--- src/rtl/exc_scaler_pkg.sv ---
package exc_scaler_pkg;

    typedef enum logic {
        SHIFT_NARROW = 1'b0,
        SHIFT_WIDE   = 1'b1
    } shift_mode_e;

endpackage

--- src/rtl/scl_coef_reg.sv ---
module scl_coef_reg #(
    parameter int CW = 16
) (
    input  logic                 clk,
    input  logic                 rst_n,
    input  logic                 wr,
    input  logic signed [CW-1:0] din,
    output logic signed [CW-1:0] coef
);
    typedef struct packed {
        logic signed [CW-1:0] coef;
    } coef_state_t;

    coef_state_t st_d, st_q;

    always_comb begin
        st_d = st_q;
        if (wr) st_d.coef = din;
    end

    always_ff @(posedge clk) begin
        if (!rst_n) st_q <= '0;
        else        st_q <= st_d;
    end

    assign coef = st_q.coef;

endmodule

--- src/rtl/scl_capture.sv ---
module scl_capture
    import exc_scaler_pkg::*;
#(
    parameter int DW = 16,
    parameter int CW = 16
) (
    input  logic                 clk,
    input  logic                 rst_n,
    input  logic                 take,
    input  logic signed [DW-1:0] sample_in,
    input  logic signed [CW-1:0] coef_in,
    input  logic                 mode_in,
    output logic signed [DW-1:0] held_sample,
    output logic signed [CW-1:0] held_coef,
    output shift_mode_e          held_mode,
    output logic                 held_full
);
    typedef struct packed {
        logic signed [DW-1:0] sample;
        logic signed [CW-1:0] coef;
        shift_mode_e          mode;
        logic                 full;
    } cap_state_t;

    cap_state_t st_d, st_q;

    always_comb begin
        st_d = st_q;
        if (take) begin
            st_d.sample = sample_in;
            st_d.coef   = coef_in;
            st_d.mode   = shift_mode_e'(mode_in);
            st_d.full   = 1'b1;
        end
    end

    always_ff @(posedge clk) begin
        if (!rst_n) st_q <= '0;
        else        st_q <= st_d;
    end

    assign held_sample = st_q.sample;
    assign held_coef   = st_q.coef;
    assign held_mode   = st_q.mode;
    assign held_full   = st_q.full;

    // the coefficient bound to a held sample changes only on a capture
    p_coef_frozen_r7: assert property (@(posedge clk) disable iff (!rst_n)
        !take |=> $stable(held_coef));
    // the shift mode bound to a held sample changes only on a capture
    p_mode_frozen_r9: assert property (@(posedge clk) disable iff (!rst_n)
        !take |=> $stable(held_mode));
    // a capture always leaves a sample held
    p_full_after_take_r2: assert property (@(posedge clk) disable iff (!rst_n)
        take |=> held_full);

endmodule

--- src/rtl/scl_mult_sat.sv ---
module scl_mult_sat
    import exc_scaler_pkg::*;
#(
    parameter int DW       = 16,
    parameter int CW       = 16,
    parameter int SHIFT_LO = 14,
    parameter int SHIFT_HI = 15
) (
    input  logic signed [DW-1:0] sample,
    input  logic signed [CW-1:0] coef,
    input  shift_mode_e          mode,
    output logic signed [DW-1:0] result
);
    localparam int PW  = DW + CW;
    localparam int SHW = $clog2(SHIFT_HI + 1);
    localparam logic signed [PW-1:0] OUT_MAX = {{(PW-DW+1){1'b0}}, {(DW-1){1'b1}}};
    localparam logic signed [PW-1:0] OUT_MIN = {{(PW-DW+1){1'b1}}, {(DW-1){1'b0}}};

    logic signed [PW-1:0] prod;
    logic signed [PW-1:0] scaled;
    logic        [SHW-1:0] shamt;

    always_comb begin
        shamt  = (mode == SHIFT_WIDE) ? SHW'(SHIFT_HI) : SHW'(SHIFT_LO);
        prod   = PW'(sample) * PW'(coef);
        scaled = prod >>> shamt;
        if (scaled > OUT_MAX)      result = OUT_MAX[DW-1:0];
        else if (scaled < OUT_MIN) result = OUT_MIN[DW-1:0];
        else                       result = scaled[DW-1:0];
    end

endmodule

--- src/rtl/exc_scaler.sv ---
module exc_scaler
    import exc_scaler_pkg::*;
#(
    parameter int DW       = 16,
    parameter int CW       = 16,
    parameter int SHIFT_LO = 14,
    parameter int SHIFT_HI = 15
) (
    input  logic                 clk,
    input  logic                 rst_n,
    input  logic                 exc_valid,
    input  logic signed [DW-1:0] exc_sample,
    input  logic                 scale_wr,
    input  logic signed [CW-1:0] scale_in,
    input  logic                 shift_sel,
    output logic                 out_valid,
    output logic signed [DW-1:0] out_sample
);
    localparam logic signed [DW-1:0] S_MIN = {1'b1, {(DW-1){1'b0}}};
    localparam logic signed [DW-1:0] S_MAX = {1'b0, {(DW-1){1'b1}}};
    localparam logic signed [CW-1:0] C_MIN = {1'b1, {(CW-1){1'b0}}};

    typedef struct packed {
        logic                 valid;
        logic signed [DW-1:0] data;
    } out_state_t;

    logic signed [CW-1:0] coef_cur;
    logic signed [DW-1:0] held_sample;
    logic signed [CW-1:0] held_coef;
    shift_mode_e          held_mode;
    logic                 held_full;
    logic signed [DW-1:0] next_word;

    out_state_t st_d, st_q;

    scl_coef_reg #(.CW(CW)) u_coef (
        .clk  (clk),
        .rst_n(rst_n),
        .wr   (scale_wr),
        .din  (scale_in),
        .coef (coef_cur)
    );

    scl_capture #(.DW(DW), .CW(CW)) u_cap (
        .clk        (clk),
        .rst_n      (rst_n),
        .take       (exc_valid),
        .sample_in  (exc_sample),
        .coef_in    (coef_cur),
        .mode_in    (shift_sel),
        .held_sample(held_sample),
        .held_coef  (held_coef),
        .held_mode  (held_mode),
        .held_full  (held_full)
    );

    scl_mult_sat #(.DW(DW), .CW(CW), .SHIFT_LO(SHIFT_LO), .SHIFT_HI(SHIFT_HI)) u_mul (
        .sample(held_sample),
        .coef  (held_coef),
        .mode  (held_mode),
        .result(next_word)
    );

    always_comb begin
        st_d       = st_q;
        st_d.valid = 1'b0;
        if (exc_valid && held_full) begin
            st_d.valid = 1'b1;
            st_d.data  = next_word;
        end
    end

    always_ff @(posedge clk) begin
        if (!rst_n) st_q <= '0;
        else        st_q <= st_d;
    end

    assign out_valid  = st_q.valid;
    assign out_sample = st_q.data;

    // an output pulse is always one clock after an input strobe
    p_valid_follows_r2: assert property (@(posedge clk) disable iff (!rst_n)
        out_valid |-> $past(exc_valid));
    // with no strobe, the output word holds and no pulse appears
    p_hold_idle_r8: assert property (@(posedge clk) disable iff (!rst_n)
        !exc_valid |=> ($stable(out_sample) && !out_valid));
    // a zero coefficient on the held sample yields a zero output
    p_zero_coef_r3: assert property (@(posedge clk) disable iff (!rst_n)
        (exc_valid && held_full && held_coef == '0) |=> (out_sample == '0));
    // the most negative pair in narrow mode clamps to the upper rail
    p_no_overflow_r5: assert property (@(posedge clk) disable iff (!rst_n)
        (exc_valid && held_full && held_sample == S_MIN && held_coef == C_MIN
         && held_mode == SHIFT_NARROW) |=> (out_sample == S_MAX));

endmodule

--- config.mk ---
export PLATFORM = sky130hd
export DESIGN_NAME = exc_scaler
export DESIGN_NICKNAME = d
export VERILOG_FILES = /design/src/rtl/exc_scaler_pkg.sv /design/src/rtl/scl_coef_reg.sv /design/src/rtl/scl_capture.sv /design/src/rtl/scl_mult_sat.sv /design/src/rtl/exc_scaler.sv
export SDC_FILE = /design/constraint.sdc
export NUM_CORES = 1
export LEC_CHECK = 0
export BUFFER_PORTS_ARGS = -buffer_cell sky130_fd_sc_hd__buf_2
export CORE_ASPECT_RATIO = 1.5
export CORE_MARGIN = 2
export CORE_UTILIZATION = 36
export DETAILED_ROUTE_END_ITERATION = 10
export PLACE_DENSITY = 0.58
export SETUP_SLACK_MARGIN = 0.05
export SYNTH_ARGS = -nofsm -noshare
export SYNTH_HDL_FRONTEND = slang
export SYNTH_SLANG_ARGS = --single-unit
--- constraint.sdc ---
create_clock -name clk -period 7 [get_ports clk]
set_input_delay 1.4 -clock clk [delete_from_list [all_inputs] [get_ports clk]]
set_output_delay 1.4 -clock clk [all_outputs]
set_load 0.005 [all_outputs]
==> results of run 1 <==
registers in the layout, indices dropped and copies added (netlist names):
signal	flops
u_cap.held_coef	16
out_valid	1
u_cap.held_sample	16
out_sample	16
u_cap.held_mode	1
u_coef.coef	16
u_cap.held_full	1
how the worst max path moves through the flow:
stage / to / slack, ns / cells past startpoint
detailed placement: out_sample[14]$_SDFFE_PN0P_ / 0.20 / 20
floorplan: out_sample[5]$_SDFFE_PN0P_ / 0.57 / 24
CTS: out_sample[14]$_SDFFE_PN0P_ / 0.17 / 20
global placement: out_sample[14]$_SDFFE_PN0P_ / 0.27 / 20
finish: out_sample[3]$_SDFFE_PN0P_ / 0.35 / 22
global route: out_sample[14]$_SDFFE_PN0P_ / 0.07 / 21
metrics by stage:
step / instances / setup WS, ns / hold WS [ns] / total power (W) / instance area, um^2
after global routing: 1788 / 0.0743 / 0.507 / 0.00144 / 13500
final: 1788 / 0.349 / 0.481 / 0.00135 / 13500
after global placement: 1771 / 0.265 / 0.462 / 0.000869 / 13200
after detailed placement: 1771 / 0.203 / 0.462 / 0.000875 / 13200
after floorplan: 1309 / 0.574 / 0.456 / 0.000724 / 12300
after CTS: 1787 / 0.167 / 0.488 / 0.00137 / 13500
power by group through the flow:
stage	registers, W	logic [W]	clock network (W)
after floorplan	0.000428	0.000296	0
after global placement	0.000454	0.000416	0
after detailed placement	0.000453	0.000421	0
after CTS	0.000445	0.000424	0.000499
after global routing	0.000449	0.000477	0.000510
final	0.000446	0.000420	0.000486
cell usage after synthesis, types with 2 or more instances:
library cell  instances
ha_1                 79
buf_1                 3
a22o_1               15
xor2_1                9
o21a_1                2
dfxtp_1              67
a211oi_1              2
o2111ai_1             2
clkbuf_1             48
o21ai_1               2
buf_6                 2
nand2b_1              7
a21boi_0              2
mux2i_1              55
a211oi_2              2
nor2_1               29
and3_1                3
nand2_1             143
o211ai_1             12
xnor2_1              20
and2_1              117
a21o_1                3
nand4_1               6
nor2b_1              51
or2_2                 2
a21oi_1              18
o21ai_2               2
o221a_2               2
inv_1               307
nand3_1               5
o21ai_0              10
nor3_1                3
fa_1                261
logic make-up after synthesis:
logic type               after synthesis  synth area share (%)
multiplexers                          56                  4.60
flip-flops                            67                  10.9
adder cells (fa/ha/maj)              340                  50.6
AO/OA/AOI/OAI                         89                  5.49
XOR/XNOR                              29                  2.07
AND/OR/NAND/NOR                      368                  15.2
buffers and inverters                360                  11.1
final cells by class:
class                           instances  area [um^2]
Timing Repair Buffer                   96          613
Tap cell                              420          526
Sequential cell                        67         1350
Fill cell                            3320        20000
Inverter                              307         1150
Clock buffer                            9          225
Multi-Input combinational cell        882         9590
Clock inverter                          7         82.6
layer usage:
metal / global-route usage, % / part of all wire (%) / up-vias
li1: - / - / 4003
met1: 21.0 / 34 / 4546
met2: 39.8 / 58 / 193
met3: 1.49 / 2.8 / 73
met4: 8.56 / 4.9 / 0
met5: 0 / 0 / -
critical path: stages, from the launching register on:
cell     delay (ns)
dfxtp_1        0.47
buf_4          0.33
nand2_1        0.12
fa_1           0.51
inv_1          0.05
fa_1           0.48
fa_1           0.57
fa_1           0.51
fa_1           0.58
inv_1          0.06
fa_1           0.53
inv_1          0.05
ha_1           0.40
nand4_1        0.24
nor3_1         0.31
nor2_1         0.11
o21ai_2        0.27
o21a_1         0.20
xnor2_1        0.16
o21a_2         0.22
nor2b_4        0.05
buf_12         0.14
a22o_1         0.19
timing repair:
item | 4_1_cts | 5_1_grt
endpoints found under the setup margin | 0 | 15
gates resized for setup | 0 | 12
buffers inserted | 0 | 1
==> impl_results.md, run 1 <==
* Status: finished, final reports clean
* Port Buffers at 53
* Sink Count at between 60 and 70
* Max-slew violation count at 0
* Remaining antenna violation count after routing at 0
* P_leak at 6.90 nW
* Commonest non-fill, non-tap cell in the layout: inv_1
* Dpl hpwl at 27,700 um
* #FFs+latches synth at 67
* Peak Freq at 150 MHz
* Row cnt at 82
* Routed length per instance at between 15 and 20 um
* CP endpoint kind: register
* Share of the synthesized area in the top cell type at 42.5%
* Reg2reg end: out_sample[3]$_SDFFE_PN0P_
* Dominant cells by area after synthesis: fa_1 (43%), dfxtp_1 (11%), inv_1 (9.4%)
* Clk_lat worst skew at 0.35 ns
* Htree depth at 3
* Vias in the first global route at around 10,000
* CTS tree: yes
* Final cycle utilization of the critical path at a little over nine tenths
* Synth unique cells at a little over 50
* Clock Skew at about 0.017 ns
* Slew @ Worst Pin at 0.879 ns
* Layout area overhead at 10.2%
* Top FF cell, synth: dfxtp_1
* Req. time, crit path at about 7.2 ns
* Grt ovf at 0
* Initial drt markers at 399
* Final setup viols at 0
* Initial Util at 36.6%
* # diodes at 0
* Max transition margin at around two fifths
* Logic pwr share at 31.1%
* Min-delay src: out_sample[15]$_SDFFE_PN0P_
* Seq/Total Area, Yosys at a little over a tenth
* Highest-count cells in the layout ignoring fill and taps: inv_1 (306), fa_1 (260), nand2_1 (143), and2_1 (117), ha_1 (79)
* Avg Vias per Cell at 4.93
* Sw Ratio at 36.0%
* Final Critical Period at 6.65 ns
* Unrepaired setup endpoints after global routing: false
* Mapped Cells at 1,309
* Clock root cell: clkbuf_16
* DR pass1 iterations at 5
* Die width at 155 um
* Cell count of the worst reg-to-reg path at 22
* Die height at 230 um
* Hold depth at 2
* EDFF count, synth at 0
* Hold Path End: out_sample[15]$_SDFFE_PN0P_
* CP startpoint: u_cap.held_coef[8]$_SDFFE_PN0P_
* Power per Cell Area at about 100 mW/mm^2
* Syn avg cell area at 9.38 um^2
* Post-synth ARST share at 0%
* Initial antenna violation count at 0
* Pint at 0.000866 W
* Total net switching power at just under 0.0005 W
* Routed wire length at between 30,000 and 40,000 um
* Nets at 1,740
* CP Max Fanout at 15
* Syn Nets at 1,686
* GPL Wtd Cong at 0.934
* Largest area contributor in the netlist: fa_1
* Reg2reg setup slack at ~0.35 ns
* Hold Buf Count CTS at 0
* Core box area at 0.0335 mm^2
* DRC at 0
* Flop pwr share at roughly a third
* # IOs at 54
* CP Launch Type: register
* Clock power share at a little over a third
* Total GRT Usage at between 10% and 20%
* Vias at 8,815
* Max_cap viols at 0
* Synth Warn # at 0
* TritonCTS buffer count at 9
* Critical path type: reg -> reg
* Hold Path Class: reg -> reg
* Pin count of the biggest net entering global routing at 56
* Cell area after synthesis at approximately 0.012 mm^2
* Fraction of layout cells with a size suffix above 1 at roughly a tenth
* Reg-to-reg startpoint: u_cap.held_coef[8]$_SDFFE_PN0P_
* Final Hold Vio Count at 0
* Fin util at 40.3%
* Peak supply drop at ~0.11 mV
* Die area at 0.0356 mm^2
* Setup TNS at 0 ns
* CTS Buffer Depth at 2
* CTS clk-pin slew, worst paths at 0.06 ns
* First-pass GRT wire length at 54,400 um
* Crit path DAT at 6.87 ns
(Power assumes the default switching activity.)
==> run 2: changes to the inputs <==
--- a/config.mk
+++ b/config.mk
@@ -8,9 +8,9 @@
 export BUFFER_PORTS_ARGS = -buffer_cell sky130_fd_sc_hd__buf_2
 export CORE_ASPECT_RATIO = 1.5
 export CORE_MARGIN = 2
-export CORE_UTILIZATION = 36
+export CORE_UTILIZATION = 65
 export DETAILED_ROUTE_END_ITERATION = 10
-export PLACE_DENSITY = 0.58
+export PLACE_DENSITY = 0.94
 export SETUP_SLACK_MARGIN = 0.05
 export SYNTH_ARGS = -nofsm -noshare
 export SYNTH_HDL_FRONTEND = slang
==> impl_results.md, run 2 (synthesis gave the netlist of run 1 again) <==
* Pin count of the biggest net entering global routing at 56 (unchanged)
* Dpl cell area at 0.0129 mm^2 (-2.1%)
* Dpl hpwl at 26,800 um (-3.0%)
* TritonCTS buffer count at 9 (unchanged)
* Total GRT Usage at 36.4% (+17 points)
* First-pass GRT wire length at 54,400 um (about the same)
* Final setup viols at 0 (unchanged)
* Reg2reg end: out_sample[14]$_SDFFE_PN0P_
* P_leak at 6.86 nW (-0.59%)
* Final cycle utilization of the critical path at 96.0% (+1.0 points)
* Reg-to-reg startpoint: u_cap.held_sample[13]$_SDFFE_PN0P_
* Peak supply drop at 0.179 mV (+60%)
* Clock root cell: clkbuf_16
* Die height at 172 um (-25%)
* Crit path DAT at 6.95 ns (+0.08 ns)
* Max-slew violation count at 0 (unchanged)
* Hold Path Class: reg -> reg
* Commonest non-fill, non-tap cell in the layout: inv_1
* Routed wire length at 34,200 um (+4.5%)
* CTS clk-pin slew, worst paths at 0.06 ns (about the same)
* Remaining antenna violation count after routing at 0 (unchanged)
* Slew @ Worst Pin at 0.869 ns (-0.00953 ns)
* Initial drt markers at 811 (+100%)
* # diodes at 0 (unchanged)
* Initial antenna violation count at 1 (+1)
* Sink Count at 67 (unchanged)
* Vias at 9,620 (+9.1%)
* Peak Freq at 149 MHz (-1.1%)
* CTS tree: yes
* Port Buffers at 53 (unchanged)
* Routed length per instance at 21.2 um (+16%)
* Finished Cell Area at 0.0133 mm^2 (-2.0%)
* Final Hold Vio Count at 0 (unchanged)
* Initial Util at 66.2% (+30 points)
* Max_cap viols at 0 (unchanged)
* Status: finished, final reports clean
* Hold slack at 0.481 ns (-0.000468 ns)
* Fraction of layout cells with a size suffix above 1 at 10.4% (+0.068 points)
* Power per Cell Area at 104 mW/mm^2 (+3.8%)
* CP Launch Type: register
* Critical path type: reg -> reg
* Tot Pwr at 0.00137 W (+1.7%)
* Clk_lat worst skew at 0.34 ns (about the same)
* CP startpoint: u_cap.held_sample[13]$_SDFFE_PN0P_
* Avg Vias per Cell at 5.97 (+21%)
* Nets at 1,731 (-0.52%)
* CP Max Fanout at 14 (-1)
* Non-filler cells, final at 1,611 (-9.9%)
* GPL Wtd Cong at 0.998 (+6.8%)
* Crit path to: out_sample[14]$_SDFFE_PN0P_
* Die area at 0.0200 mm^2 (-44%)
* Clock Skew at 0.00913 ns (-0.00747 ns)
* CP endpoint kind: register
* DP Cell Count at 1,595 (-9.9%)
* Hold Buf Count CTS at 0 (unchanged)
* Cell count of the worst reg-to-reg path at 21 (-4.5%)
* Req. time, crit path at 7.22 ns (about the same)
* Die width at 116 um (-25%)
* # Post-CTS Setup Buffers at 0 (unchanged)
* Grt ovf at 0 (unchanged)
* Final Critical Period at 6.72 ns (+0.0724 ns)
* Max transition margin at 42.0% (+0.64 points)
* Layout area overhead at 7.96%
* Fin util at 71.5% (+31 points)
* DRC at 0 (unchanged)
* Vias in the first global route at 10,700 (+5.7%)
* Htree depth at 3 (unchanged)
* # IOs at 54 (unchanged)
* CTS Buffer Depth at 2 (unchanged)
* Reg2reg setup slack at 0.28 ns (-0.07 ns)
* Core box area at 0.0185 mm^2 (-45%)
* DR pass1 iterations at 7 (+2)
* Highest-count cells in the layout ignoring fill and taps: inv_1 (306), fa_1 (260), nand2_1 (143), and2_1 (117), ha_1 (79)
* Row cnt at 61 (-26%)
## run 2: final cells by class
cell class | count | area [um^2]
Clock buffer | 10 | 229
Clock inverter | 6 | 90.1
Fill cell | 1177 | 5280
Inverter | 307 | 1150
Multi-Input combinational cell | 882 | 9590
Sequential cell | 67 | 1360
Tap cell | 252 | 315
Timing Repair Buffer | 87 | 520
## run 2: per-layer routing
metal | vias up | track usage, % | routed length (um)
met5 | - | 0 | 23
met1 | 4740 | 38.5 | 10400
met4 | 2 | 28.6 | 3630
met3 | 263 | 6.59 | 2560
met2 | 626 | 63.0 | 17600
li1 | 3989 | - | -
## run 2: power by group
part / total, W / leakage [nW] / switching (W) / internal [W]
Sequential: 0.000451 / 0.556 / 0.0000459 / 0.000405
Combinational: 0.000430 / 6.15 / 0.000254 / 0.000176
Clock: 0.000494 / 0.153 / 0.000181 / 0.000313
Total: 0.00137 / 6.86 / 0.000481 / 0.000893
## run 2: metrics by stage
| step | setup TNS, ns | worst slack [ns] |
|---|---|---|
| floorplan | 0 | 0.574 |
| global placement | 0 | 0.329 |
| detailed placement | 0 | 0.0652 |
| CTS | 0 | 0.0906 |
| global route | -0.0130 | -0.0130 |
| finish | 0 | 0.277 |
## run 2: repair_timing
item                       in CTS  in global routing
pin swaps                       0                  1
resized for setup               1                 22
setup endpoints to repair      11                 15
## run 2: worst min path at each step
stage / to / cells after the start / slack (ns) / startpoint
finish: out_sample[15]$_SDFFE_PN0P_ / 2 / 0.48 / out_sample[15]$_SDFFE_PN0P_
global route: out_sample[14]$_SDFFE_PN0P_ / 1 / 0.51 / out_sample[14]$_SDFFE_PN0P_
CTS: out_sample[13]$_SDFFE_PN0P_ / 1 / 0.48 / out_sample[13]$_SDFFE_PN0P_
detailed placement: out_sample[13]$_SDFFE_PN0P_ / 1 / 0.47 / out_sample[13]$_SDFFE_PN0P_
global placement: out_sample[14]$_SDFFE_PN0P_ / 1 / 0.47 / out_sample[14]$_SDFFE_PN0P_
floorplan: u_cap.held_full$_SDFFE_PN0P_ / 1 / 0.46 / u_cap.held_full$_SDFFE_PN0P_
## run 2: critical path, stage by stage (launching register included)
cell      delay [ns]
dfxtp_1         0.48
buf_4           0.27
nand2_1         0.12
fa_1            0.55
inv_1           0.09
fa_1            0.49
fa_1            0.58
fa_1            0.43
fa_1            0.50
inv_1           0.05
fa_1            0.54
inv_1           0.06
ha_1            0.36
a21oi_1         0.34
o21ai_1         0.16
a211oi_2        0.25
o21ai_2         0.18
o21a_1          0.23
xnor2_1         0.25
a21o_4          0.26
o211ai_1        0.13
a22o_1          0.27
==> run 3: changes to the inputs <==
--- a/config.mk
+++ b/config.mk
@@ -8,10 +8,10 @@
 export BUFFER_PORTS_ARGS = -buffer_cell sky130_fd_sc_hd__buf_2
 export CORE_ASPECT_RATIO = 1.5
 export CORE_MARGIN = 2
-export CORE_UTILIZATION = 65
+export CORE_UTILIZATION = 70
 export DETAILED_ROUTE_END_ITERATION = 10
-export PLACE_DENSITY = 0.94
-export SETUP_SLACK_MARGIN = 0.05
+export PLACE_DENSITY = 0.95
+export SETUP_SLACK_MARGIN = 0.2
 export SYNTH_ARGS = -nofsm -noshare
 export SYNTH_HDL_FRONTEND = slang
 export SYNTH_SLANG_ARGS = --single-unit
==> constraint.sdc (replaced) <==
create_clock -name clk -period 8.39 [get_ports clk]
set_input_delay 1.678 -clock clk [delete_from_list [all_inputs] [get_ports clk]]
set_output_delay 1.678 -clock clk [all_outputs]
set_load 0.005 [all_outputs]
==> impl_results.md, run 3 (synthesis gave the netlist of run 1 again) <==
* Clk_lat worst skew at 0.34 ns (about the same)
* Fraction of layout cells with a size suffix above 1 at 6.78% (-3.6 points)
* Slew @ Worst Pin at 1.06 ns (+0.190 ns)
* Max-slew violation count at 0 (unchanged)
* Setup TNS at 0 ns (unchanged)
* Vias in the first global route at 10,700 (-0.20%)
* Max transition margin at 29.3% (-13 points)
* Reg2reg setup slack at 1.07 ns (+0.80 ns)
* Final Critical Period at 7.32 ns (+0.592 ns)
* Remaining antenna violation count after routing at 0 (unchanged)
* Post-CTS Resized at 0 (-1)
* Fin util at 74.8% (+3.3 points)
* Busiest grt layer: met2
* Routed length per instance at 20.5 um (-3.5%)
* Htree depth at 3 (unchanged)
* Nets at 1,700 (-1.8%)
* Final Hold Vio Count at 0 (unchanged)
* DR pass1 iterations at 5 (-2)
* Dpl hpwl at 24,500 um (-8.5%)
* Grt ovf at 0 (unchanged)
* DRC at 0 (unchanged)
* CTS clk-pin slew, worst paths at 0.05 ns (about the same)
* CP Launch Type: register
* Initial Util at 71.1% (+4.9 points)
* CTS tree: yes
* Routed wire length at 31,600 um (-7.7%)
* Vias at 9,379 (-2.5%)
* Unrepaired setup endpoints after global routing: false
* Row cnt at 59 (-3.3%)
* P_leak at 6.68 nW (-2.6%)
* Die width at 112 um (-3.5%)
* Pin count of the biggest net entering global routing at 56 (unchanged)
* # Post-CTS Setup Buffers at 0 (unchanged)
* Hold Path Class: reg -> reg
* Met1 Usage GRT at 37.3% (-1.2 points)
* Met2 Use GR at 64.1% (+1.1 points)
* Status: finished, final reports clean
* Avg Vias per Cell at 6.09 (+1.9%)
* Hold Buf Count CTS at 0 (unchanged)
* # diodes at 0 (unchanged)
* Port Buffers at 53 (unchanged)
* Req. time, crit path at 8.61 ns (+1.39 ns)
* TritonCTS buffer count at 9 (unchanged)
* Initial antenna violation count at 0 (-1)
* Die height at 166 um (-3.6%)
* First-pass GRT wire length at 52,000 um (-4.3%)
* Hold slack at 0.479 ns (-0.00162 ns)
* Filler Cells Inserted at 1,111 (-5.6%)
* Highest-count cells in the layout ignoring fill and taps: inv_1 (307), fa_1 (261), nand2_1 (143), and2_1 (117), ha_1 (79)
* CP endpoint kind: register
* Initial drt markers at 677 (-17%)
* Critical path type: reg -> reg
* Sink Count at 67 (unchanged)
* CTS Buffer Depth at 2 (unchanged)
* Layout area overhead at 5.21%
* GPL Wtd Cong at 0.923 (-7.5%)
* Peak Freq at 137 MHz (-8.1%)
* Crit path DAT at 7.54 ns (+0.59 ns)
* Commonest non-fill, non-tap cell in the layout: inv_1
* Core box area at 0.0173 mm^2 (-6.9%)
* Final setup viols at 0 (unchanged)
* Clock root cell: clkbuf_16
* Peak supply drop at 0.158 mV (-12%)
* CP Max Fanout at 17 (+3)
* Total GRT Usage at 35.9% (-0.53 points)
* # IOs at 54 (unchanged)
* Area occupied by multi-input gates at 0.00958 mm^2 (-0.17%)
* Hold depth at 1 (-1)
* Die area at 0.0186 mm^2 (-6.9%)
* Met3 global-route usage at 5.18% (-1.4 points)
* Clock Skew at 0.0120 ns (+0.00287 ns)
* Final cycle utilization of the critical path at 87.2% (-8.9 points)
* Seq. cell area at 0.00134 mm^2 (-1.6%)
* Max_cap viols at 0 (unchanged)
* Cell count of the worst reg-to-reg path at 22 (+4.8%)
* Power per Cell Area at 85.1 mW/mm^2 (-18%)
-- run 3: metrics by stage --
step / power [W] / std cells / setup slack (ns) / instance area, um^2
after floorplan: 0.000604 / 1309 / 1.96 / 12300
after global placement: 0.000688 / 1525 / 1.50 / 12600
after detailed placement: 0.000703 / 1525 / 1.27 / 12600
after CTS: 0.00109 / 1541 / 1.11 / 12900
after global routing: 0.00114 / 1541 / 0.755 / 12900
final: 0.00110 / 1541 / 1.07 / 12900
-- run 3: layer usage --
metal	part of all wire [%]	routed length (um)	up-vias
met5	0	0	-
met4	9.7	3060	0
met3	6.6	2080	233
met2	52	16400	542
met1	32	9970	4686
li1	-	-	3918
-- run 3: area by class of cell --
class / count / area share (%)
multi-input cells: 882 / 74.1
repair buffers: 56 / 2.23
clock inverters: 7 / 0.581
inverters: 307 / 8.92
well taps: 213 / 2.06
clock buffers: 9 / 1.74
flip-flops and latches: 67 / 10.4
-- run 3: worst paths after layout --
kind | start | endpoint
worst max-delay path | u_cap.held_sample[15]$_SDFFE_PN0P_ | out_sample[11]$_SDFFE_PN0P_
worst min-delay path | out_sample[4]$_SDFFE_PN0P_ | out_sample[4]$_SDFFE_PN0P_
worst max register to register | u_cap.held_sample[15]$_SDFFE_PN0P_ | out_sample[11]$_SDFFE_PN0P_
worst min register to register | out_sample[4]$_SDFFE_PN0P_ | out_sample[4]$_SDFFE_PN0P_
-- run 3: worst max-delay path: stages, from the launching register on --
cell and delay, ns:
dfxtp_1 0.52, nand2_1 0.23, inv_1 0.12, fa_1 0.74
inv_1 0.11, fa_1 0.73, inv_1 0.24, fa_1 0.50
fa_1 0.51, fa_1 0.50, inv_1 0.05, fa_1 0.47
inv_1 0.04, ha_1 0.35, a21oi_1 0.23, o21ai_0 0.19
nor2_1 0.28, o21ai_2 0.19, o21a_1 0.24, xnor2_1 0.22
a21o_2 0.35, o21ai_0 0.18, a22o_1 0.21
-- run 3: power by group --
group / total, W / switching [W] / internal, W
clock network: 0.000388 / 0.000157 / 0.000232
registers: 0.000388 / 0.0000515 / 0.000337
logic: 0.000323 / 0.000187 / 0.000136
total: 0.00110 / 0.000395 / 0.000705
